<file path="config.mk">
export PLATFORM = sky130hd
export DESIGN_NAME = rtc_irq
export DESIGN_NICKNAME = d
export VERILOG_FILES = /design/src/rtl/rtc_irq_pkg.sv /design/src/rtl/rtc_alarm_cmp.sv /design/src/rtl/rtc_tick_div.sv /design/src/rtl/rtc_irq_flags.sv /design/src/rtl/rtc_irq.sv
export SDC_FILE = /design/constraint.sdc
export NUM_CORES = 1
export LEC_CHECK = 0
export BUFFER_PORTS_ARGS = -buffer_cell sky130_fd_sc_hd__buf_2
export CAP_MARGIN = 20
export CORE_MARGIN = 5
export CORE_UTILIZATION = 49
export DETAILED_ROUTE_END_ITERATION = 12
export GPL_TIMING_DRIVEN = 0
export PLACE_DENSITY = 0.86
export SLEW_MARGIN = 10
export SYNTH_ARGS = -nofsm -noshare
export SYNTH_HDL_FRONTEND = slang
export SYNTH_SLANG_ARGS = --single-unit
</file>
<file path="constraint.sdc">
create_clock -name clk_i -period 2.2 [get_ports clk_i]
set_clock_uncertainty 0.15 [all_clocks]
set_input_delay 0.11 -clock clk_i [delete_from_list [all_inputs] [get_ports clk_i]]
set_output_delay 0.11 -clock clk_i [all_outputs]
set_load 0.01 [all_outputs]
</file>
<file path="src/rtl/rtc_irq_pkg.sv">
package rtc_irq_pkg;
  localparam int WORD_W  = 24;
  localparam int NUM_SRC = 2;
  localparam int SRC_ALARM = 0;
  localparam int SRC_TICK  = 1;

  localparam logic [WORD_W-1:0] TIME_MASK = 24'h3F7F7F;
  localparam logic [WORD_W-1:0] DATE_MASK = 24'hFF1F3F;

  localparam int IDX_ALM_TIME = 0;
  localparam int IDX_ALM_DATE = 1;
  localparam int IDX_ENABLE   = 2;
  localparam int IDX_FLAGS    = 3;
  localparam int IDX_TICK_SEL = 4;
endpackage

</file>
<file path="src/rtl/rtc_alarm_cmp.sv">
module rtc_alarm_cmp
  import rtc_irq_pkg::*;
(
  input  logic              upd_i,
  input  logic [WORD_W-1:0] time_i,
  input  logic [WORD_W-1:0] date_i,
  input  logic [WORD_W-1:0] alm_time_i,
  input  logic [WORD_W-1:0] alm_date_i,
  output logic              hit_o
);
  logic time_eq, date_eq;

  always_comb begin
    time_eq = ((time_i ^ alm_time_i) & TIME_MASK) == '0;
    date_eq = ((date_i ^ alm_date_i) & DATE_MASK) == '0;
    // evaluated only on the seconds strobe: one set per match second
    hit_o   = upd_i && time_eq && date_eq;
  end
endmodule

</file>
<file path="src/rtl/rtc_tick_div.sv">
module rtc_tick_div #(
  parameter int TB_LOG2 = 7,
  parameter int SEL_W   = 3
) (
  input  logic             clk_i,
  input  logic             rst_ni,
  input  logic             base_i,
  input  logic [SEL_W-1:0] sel_i,
  output logic             tick_o
);
  logic [TB_LOG2-1:0] cnt_q, mask;
  int unsigned        span;

  always_ff @(posedge clk_i or negedge rst_ni) begin
    if (!rst_ni)     cnt_q <= '0;
    else if (base_i) cnt_q <= cnt_q + 1'b1;
  end

  always_comb begin
    span = (int'(sel_i) >= TB_LOG2) ? 0 : TB_LOG2 - int'(sel_i);
    mask = ~({TB_LOG2{1'b1}} << span);
  end

  assign tick_o = base_i && ((cnt_q & mask) == mask);

  a_r3_no_tick_without_base: assert property (@(posedge clk_i) disable iff (!rst_ni)
    !base_i |-> !tick_o);
endmodule

</file>
<file path="src/rtl/rtc_irq_flags.sv">
module rtc_irq_flags #(
  parameter int N = 2
) (
  input  logic         clk_i,
  input  logic         rst_ni,
  input  logic [N-1:0] set_i,
  input  logic [N-1:0] clr_i,
  input  logic [N-1:0] en_i,
  output logic [N-1:0] flag_o,
  output logic         irq_o,
  output logic         wake_o
);
  logic [N-1:0] flag_q;
  logic         wake_q;

  for (genvar i = 0; i < N; i++) begin : g_flag
    always_ff @(posedge clk_i or negedge rst_ni) begin
      if (!rst_ni)       flag_q[i] <= 1'b0;
      else if (set_i[i]) flag_q[i] <= 1'b1;
      else if (clr_i[i]) flag_q[i] <= 1'b0;
    end

    a_r5_set_wins: assert property (@(posedge clk_i) disable iff (!rst_ni)
      set_i[i] |=> flag_q[i]);
    a_r4_w1c: assert property (@(posedge clk_i) disable iff (!rst_ni)
      (clr_i[i] && !set_i[i]) |=> !flag_q[i]);
    a_r4_hold: assert property (@(posedge clk_i) disable iff (!rst_ni)
      (!clr_i[i] && !set_i[i]) |=> $stable(flag_q[i]));
  end

  always_ff @(posedge clk_i or negedge rst_ni) begin
    if (!rst_ni) wake_q <= 1'b0;
    else         wake_q <= |(set_i & en_i);
  end

  assign flag_o = flag_q;
  assign irq_o  = |(flag_q & en_i);
  assign wake_o = wake_q;
endmodule

</file>
<file path="src/rtl/rtc_irq.sv">
module rtc_irq
  import rtc_irq_pkg::*;
#(
  parameter int TB_LOG2 = 7,
  parameter int SEL_W   = 3,
  parameter int ADDR_W  = 3,
  parameter int DATA_W  = 32
) (
  input  logic              clk_i,
  input  logic              rst_ni,
  input  logic              base_tick_i,
  input  logic              sec_upd_i,
  input  logic [WORD_W-1:0] time_i,
  input  logic [WORD_W-1:0] date_i,
  input  logic              reg_we_i,
  input  logic [ADDR_W-1:0] reg_addr_i,
  input  logic [DATA_W-1:0] reg_wdata_i,
  output logic [DATA_W-1:0] reg_rdata_o,
  output logic              irq_o,
  output logic              wake_o
);
  logic [WORD_W-1:0]  alm_time_q, alm_date_q;
  logic [NUM_SRC-1:0] en_q, set, clr, flags;
  logic [SEL_W-1:0]   sel_q;
  logic               alarm_hit, tick_hit;
  logic               wr_time, wr_date, wr_en, wr_flags, wr_sel;

  always_comb begin
    wr_time  = reg_we_i && (reg_addr_i == ADDR_W'(IDX_ALM_TIME));
    wr_date  = reg_we_i && (reg_addr_i == ADDR_W'(IDX_ALM_DATE));
    wr_en    = reg_we_i && (reg_addr_i == ADDR_W'(IDX_ENABLE));
    wr_flags = reg_we_i && (reg_addr_i == ADDR_W'(IDX_FLAGS));
    wr_sel   = reg_we_i && (reg_addr_i == ADDR_W'(IDX_TICK_SEL));
  end

  always_ff @(posedge clk_i or negedge rst_ni) begin
    if (!rst_ni) begin
      alm_time_q <= '0;
      alm_date_q <= '0;
      en_q       <= '0;
      sel_q      <= '0;
    end else begin
      if (wr_time) alm_time_q <= reg_wdata_i[WORD_W-1:0] & TIME_MASK;
      if (wr_date) alm_date_q <= reg_wdata_i[WORD_W-1:0] & DATE_MASK;
      if (wr_en)   en_q       <= reg_wdata_i[NUM_SRC-1:0];
      if (wr_sel)  sel_q      <= reg_wdata_i[SEL_W-1:0];
    end
  end

  rtc_alarm_cmp u_alarm (
    .upd_i      (sec_upd_i),
    .time_i     (time_i),
    .date_i     (date_i),
    .alm_time_i (alm_time_q),
    .alm_date_i (alm_date_q),
    .hit_o      (alarm_hit)
  );

  rtc_tick_div #(.TB_LOG2(TB_LOG2), .SEL_W(SEL_W)) u_tick (
    .clk_i  (clk_i),
    .rst_ni (rst_ni),
    .base_i (base_tick_i),
    .sel_i  (sel_q),
    .tick_o (tick_hit)
  );

  always_comb begin
    set            = '0;
    set[SRC_ALARM] = alarm_hit;
    set[SRC_TICK]  = tick_hit;
    clr            = wr_flags ? reg_wdata_i[NUM_SRC-1:0] : '0;
  end

  rtc_irq_flags #(.N(NUM_SRC)) u_flags (
    .clk_i  (clk_i),
    .rst_ni (rst_ni),
    .set_i  (set),
    .clr_i  (clr),
    .en_i   (en_q),
    .flag_o (flags),
    .irq_o  (irq_o),
    .wake_o (wake_o)
  );

  always_comb begin
    reg_rdata_o = '0;
    case (int'(reg_addr_i))
      IDX_ALM_TIME: reg_rdata_o = DATA_W'(alm_time_q);
      IDX_ALM_DATE: reg_rdata_o = DATA_W'(alm_date_q);
      IDX_ENABLE:   reg_rdata_o = DATA_W'(en_q);
      IDX_FLAGS:    reg_rdata_o = DATA_W'(flags);
      IDX_TICK_SEL: reg_rdata_o = DATA_W'(sel_q);
      default:      reg_rdata_o = '0;
    endcase
  end

  a_r6_irq_needs_flag: assert property (@(posedge clk_i) disable iff (!rst_ni)
    irq_o |-> (flags != '0));
  a_r7_no_alarm_off_strobe: assert property (@(posedge clk_i) disable iff (!rst_ni)
    (!sec_upd_i && !flags[SRC_ALARM]) |=> !flags[SRC_ALARM]);
endmodule

</file>
==> impl_metrics.yaml <==
worst_setup_path:
  r2r_end: "u_flags.wake_o"
  r2r_slack_ns: 0.38
  startpoint_type: "flop"
  cp_cell_sequence: "nor2b_1 > a2111o_1 > nor4_2 > nand3_1 > o2bb2ai_1"
  reg2reg_depth: 5
  cp_data_arrival_time_ns: 1.89
  cp.required_ns: 2.27
  worstPathMaxFanout: 4
  worstSetupPathType: "flop to flop"
  cpMaxStageDelayCell: "dfrtp_1"
  slowest_delay_ns: 0.44
  reg2reg_from: "alm_time_q[18]"
  crit_path_end_kind: "flop"
layout:
  area_growth_pct: 30.69
  antenna_cells: 0
  layout_common_cells: "buf_2 (92), dfrtp_1 (54), xnor2_1 (33)"
  final_common_cell: "buf_2"
  drive_gt1_frac: 0.4198
  final_util: 0.6488
  final_area_um2: 4049
  nNetsFinal: 481
min_path:
  min_from: "reg_we_i"
  min_path_type: "input port to flop"
  min_to: "u_flags.flag_o[1]"
  holdPathStages: 3
clock_tree:
  h-tree-depth: 2
  cts.sinks: 54
  path_clk_slew_ns: 0.10
  cts_max_path_buffers: 2
  clk_latency_ns: 0.31
  cts_inserted_buffers: 5
  cts_tree: "done"
  cts_root_buffer: "clkbuf_8"
route:
  drc_errors: 0
  wire_per_inst_um: 17.09
  final_antenna_net_count: 0
  drtIter0Drc: 60
  post_drt_via_cell_ratio: 5.230
  vias: 2458
  wl_mm: 8.032
  firstDrtPassIters: 4
timing:
  post-route-min-period_ns: 1.818
  setup_tns_ns: 0
  fin_crit_sh: 0.8264
  rsz0062_at_grt: "no"
  tightestPinTransition_ns: 0.6803
  max_freq_mhz: 550.0
  hold_slack_ns: 0.02612
  finalHoldViolCount: 0
  final_max_slew_viol_count: 0
  finalSetupViolCount: 0
  post-route-worst-setup-slack_ns: 0.3819
  relSlewSlack: 0.5465
global_routing:
  grt.overflow.total: 0
  gr-usage-all-layers: 0.1985
  antenna_found_initial: 0
  grt_pass1_vias: 2510
  grt_max_degree: 29
  grt_pass1_wl_mm: 12.03
synthesis:
  syn_area_um2: 3098
  synthXorXnorAreaFrac: 0.1046
  ys_ff_latch: 54
  synthCells: 261
  avgSynthCellArea_um2: 11.87
  yosysUniqueCellTypes: 40
  synth_simple_gate_area_frac: 0.1046
  synth_top_family_by_area: "multiplexers"
  synth_compound_area_frac: 0.1022
  yosysWarningCount: 0
  synthAdderAreaFrac: 0.004039
  synthMuxAreaShare: 0.1777
  seq_area_frac_synth: 0.4362
floorplanning:
  pin_count: 122
  die_w_um: 89.52
  dieArea_um2: 8013
  core_area_um2: 6241
  initial_core_util: 0.4964
  num_rows: 29
  die_h_um: 89.52
job:
  max_cap_viol_count: 0
placed_design:
  place.gp.congestion: 0.9015
  placed_area_um2: 3699
  io_buffers: 90
  dp_worst_setup_slack_ns: 0.3440
  hpwl_mm: 6.160
power_and_ir_drop:
  power_density_nw_per_um2: 759.4
  ir_drop_mv: 0.4111
  leakage_nw: 1.901
status:
  status: "complete, no violations"
==> final cells by class <==
class                      instances  area, µm²
buffer                            21      188.9
clock buffer                       6      72.57
clock inverter                     2      37.54
fill                             475       2192
inverter                           7      26.28
multi-input combinational        188       1565
sequential                        54       1351
tap                               77      96.34
timing repair buffer             115      710.7
==> kinds of logic after synthesis <==
family / after synthesis
xor gates and xnor gates: 37
AOI/OAI and AO/OA: 43
buffers and inverters: 28
muxes: 43
other: 1
adders and majority gates: 1
and+or+nand+nor: 54
DFF: 54
==> what timing repair did <==
item / 4_1_cts / 5_1_grt
hold buffers: 24 / 0
gates resized for setup: 0 / 0
endpoints found under the setup margin: 0 / 0
buffers inserted: 0 / 0
hold endpoints to repair: 74 / 0
==> critical path: cells and delay by family, from the launching register on <==
kind | cells | cell delay, ns
AO/OA/AOI/OAI | 2 | 0.53
flip-flops | 1 | 0.44
AND/OR/NAND/NOR | 3 | 0.62
==> where the power goes <==
group | switching (mW) | total [mW] | leakage [nW] | internal (mW)
clock | 0.324 | 0.664 | 0.0514 | 0.340
combinational | 0.363 | 0.912 | 1.20 | 0.549
sequential | 0.259 | 1.50 | 0.653 | 1.24
==> worst max path at each step <==
stage,startpoint,end,slack [ns]
2_1_floorplan,alm_time_q[18],u_flags.wake_o,0.63
3_3_place_gp,reg_addr_i[1],alm_time_q[4],0.39
3_5_place_dp,reg_addr_i[1],alm_time_q[19],0.34
4_1_cts,alm_time_q[18],u_flags.wake_o,0.37
5_1_grt,alm_time_q[18],u_flags.wake_o,0.25
6_report,alm_time_q[18],u_flags.wake_o,0.38
==> sequential cells by signal (all words and copies together), names as in the netlist <==
signal,cells
alm_time_q,20
u_flags.wake_o,1
alm_date_q,19
u_flags.flag_o,2
en_q,2
sel_q,3
u_tick.cnt_q,7
==> per-layer routing <==
layer	up-vias	GRT usage	share of wire
met5	-	0	0
met4	0	0.05007	0.0075
met3	6	0.03687	0.077
met2	92	0.3436	0.49
met1	1190	0.2561	0.42
li1	1170	-	-
==> per-stage QoR <==
stage	power, mW	std cells
floorplan	2.086	270
global placement	2.343	437
detailed placement	2.393	438
CTS	3.091	470
global route	3.250	470
finish	3.075	470
==> synth_stat cells, drive strengths merged <==
cell type  instances  share of area
nor2b              6          0.017
mux2              42           0.17
o21ai              7          0.011
a22oi              4         0.0097
nand2b             1         0.0020
dfrtp             54           0.44
a2111o             1         0.0036
inv                7         0.0085
mux2i              1         0.0032
xor2               4          0.011
and2               7          0.015
a21o               2         0.0048
a21oi              3         0.0048
conb               1         0.0012
o21a               1         0.0024
nor3               2         0.0069
nand3              1         0.0016
o22ai              5          0.010
xnor2             33          0.093
nor4b              1         0.0028
nor2               6         0.0073
a22o              17          0.048
and3               2         0.0040
buf               20          0.060
nor4               4          0.010
nand2             13          0.016
a31oi              1         0.0020
ha                 1         0.0040
nand4             11          0.022
o211ai             1         0.0024
o2bb2ai            1         0.0028
clkbuf             1         0.0012
Note: power is estimated with default switching activity, not from simulation.
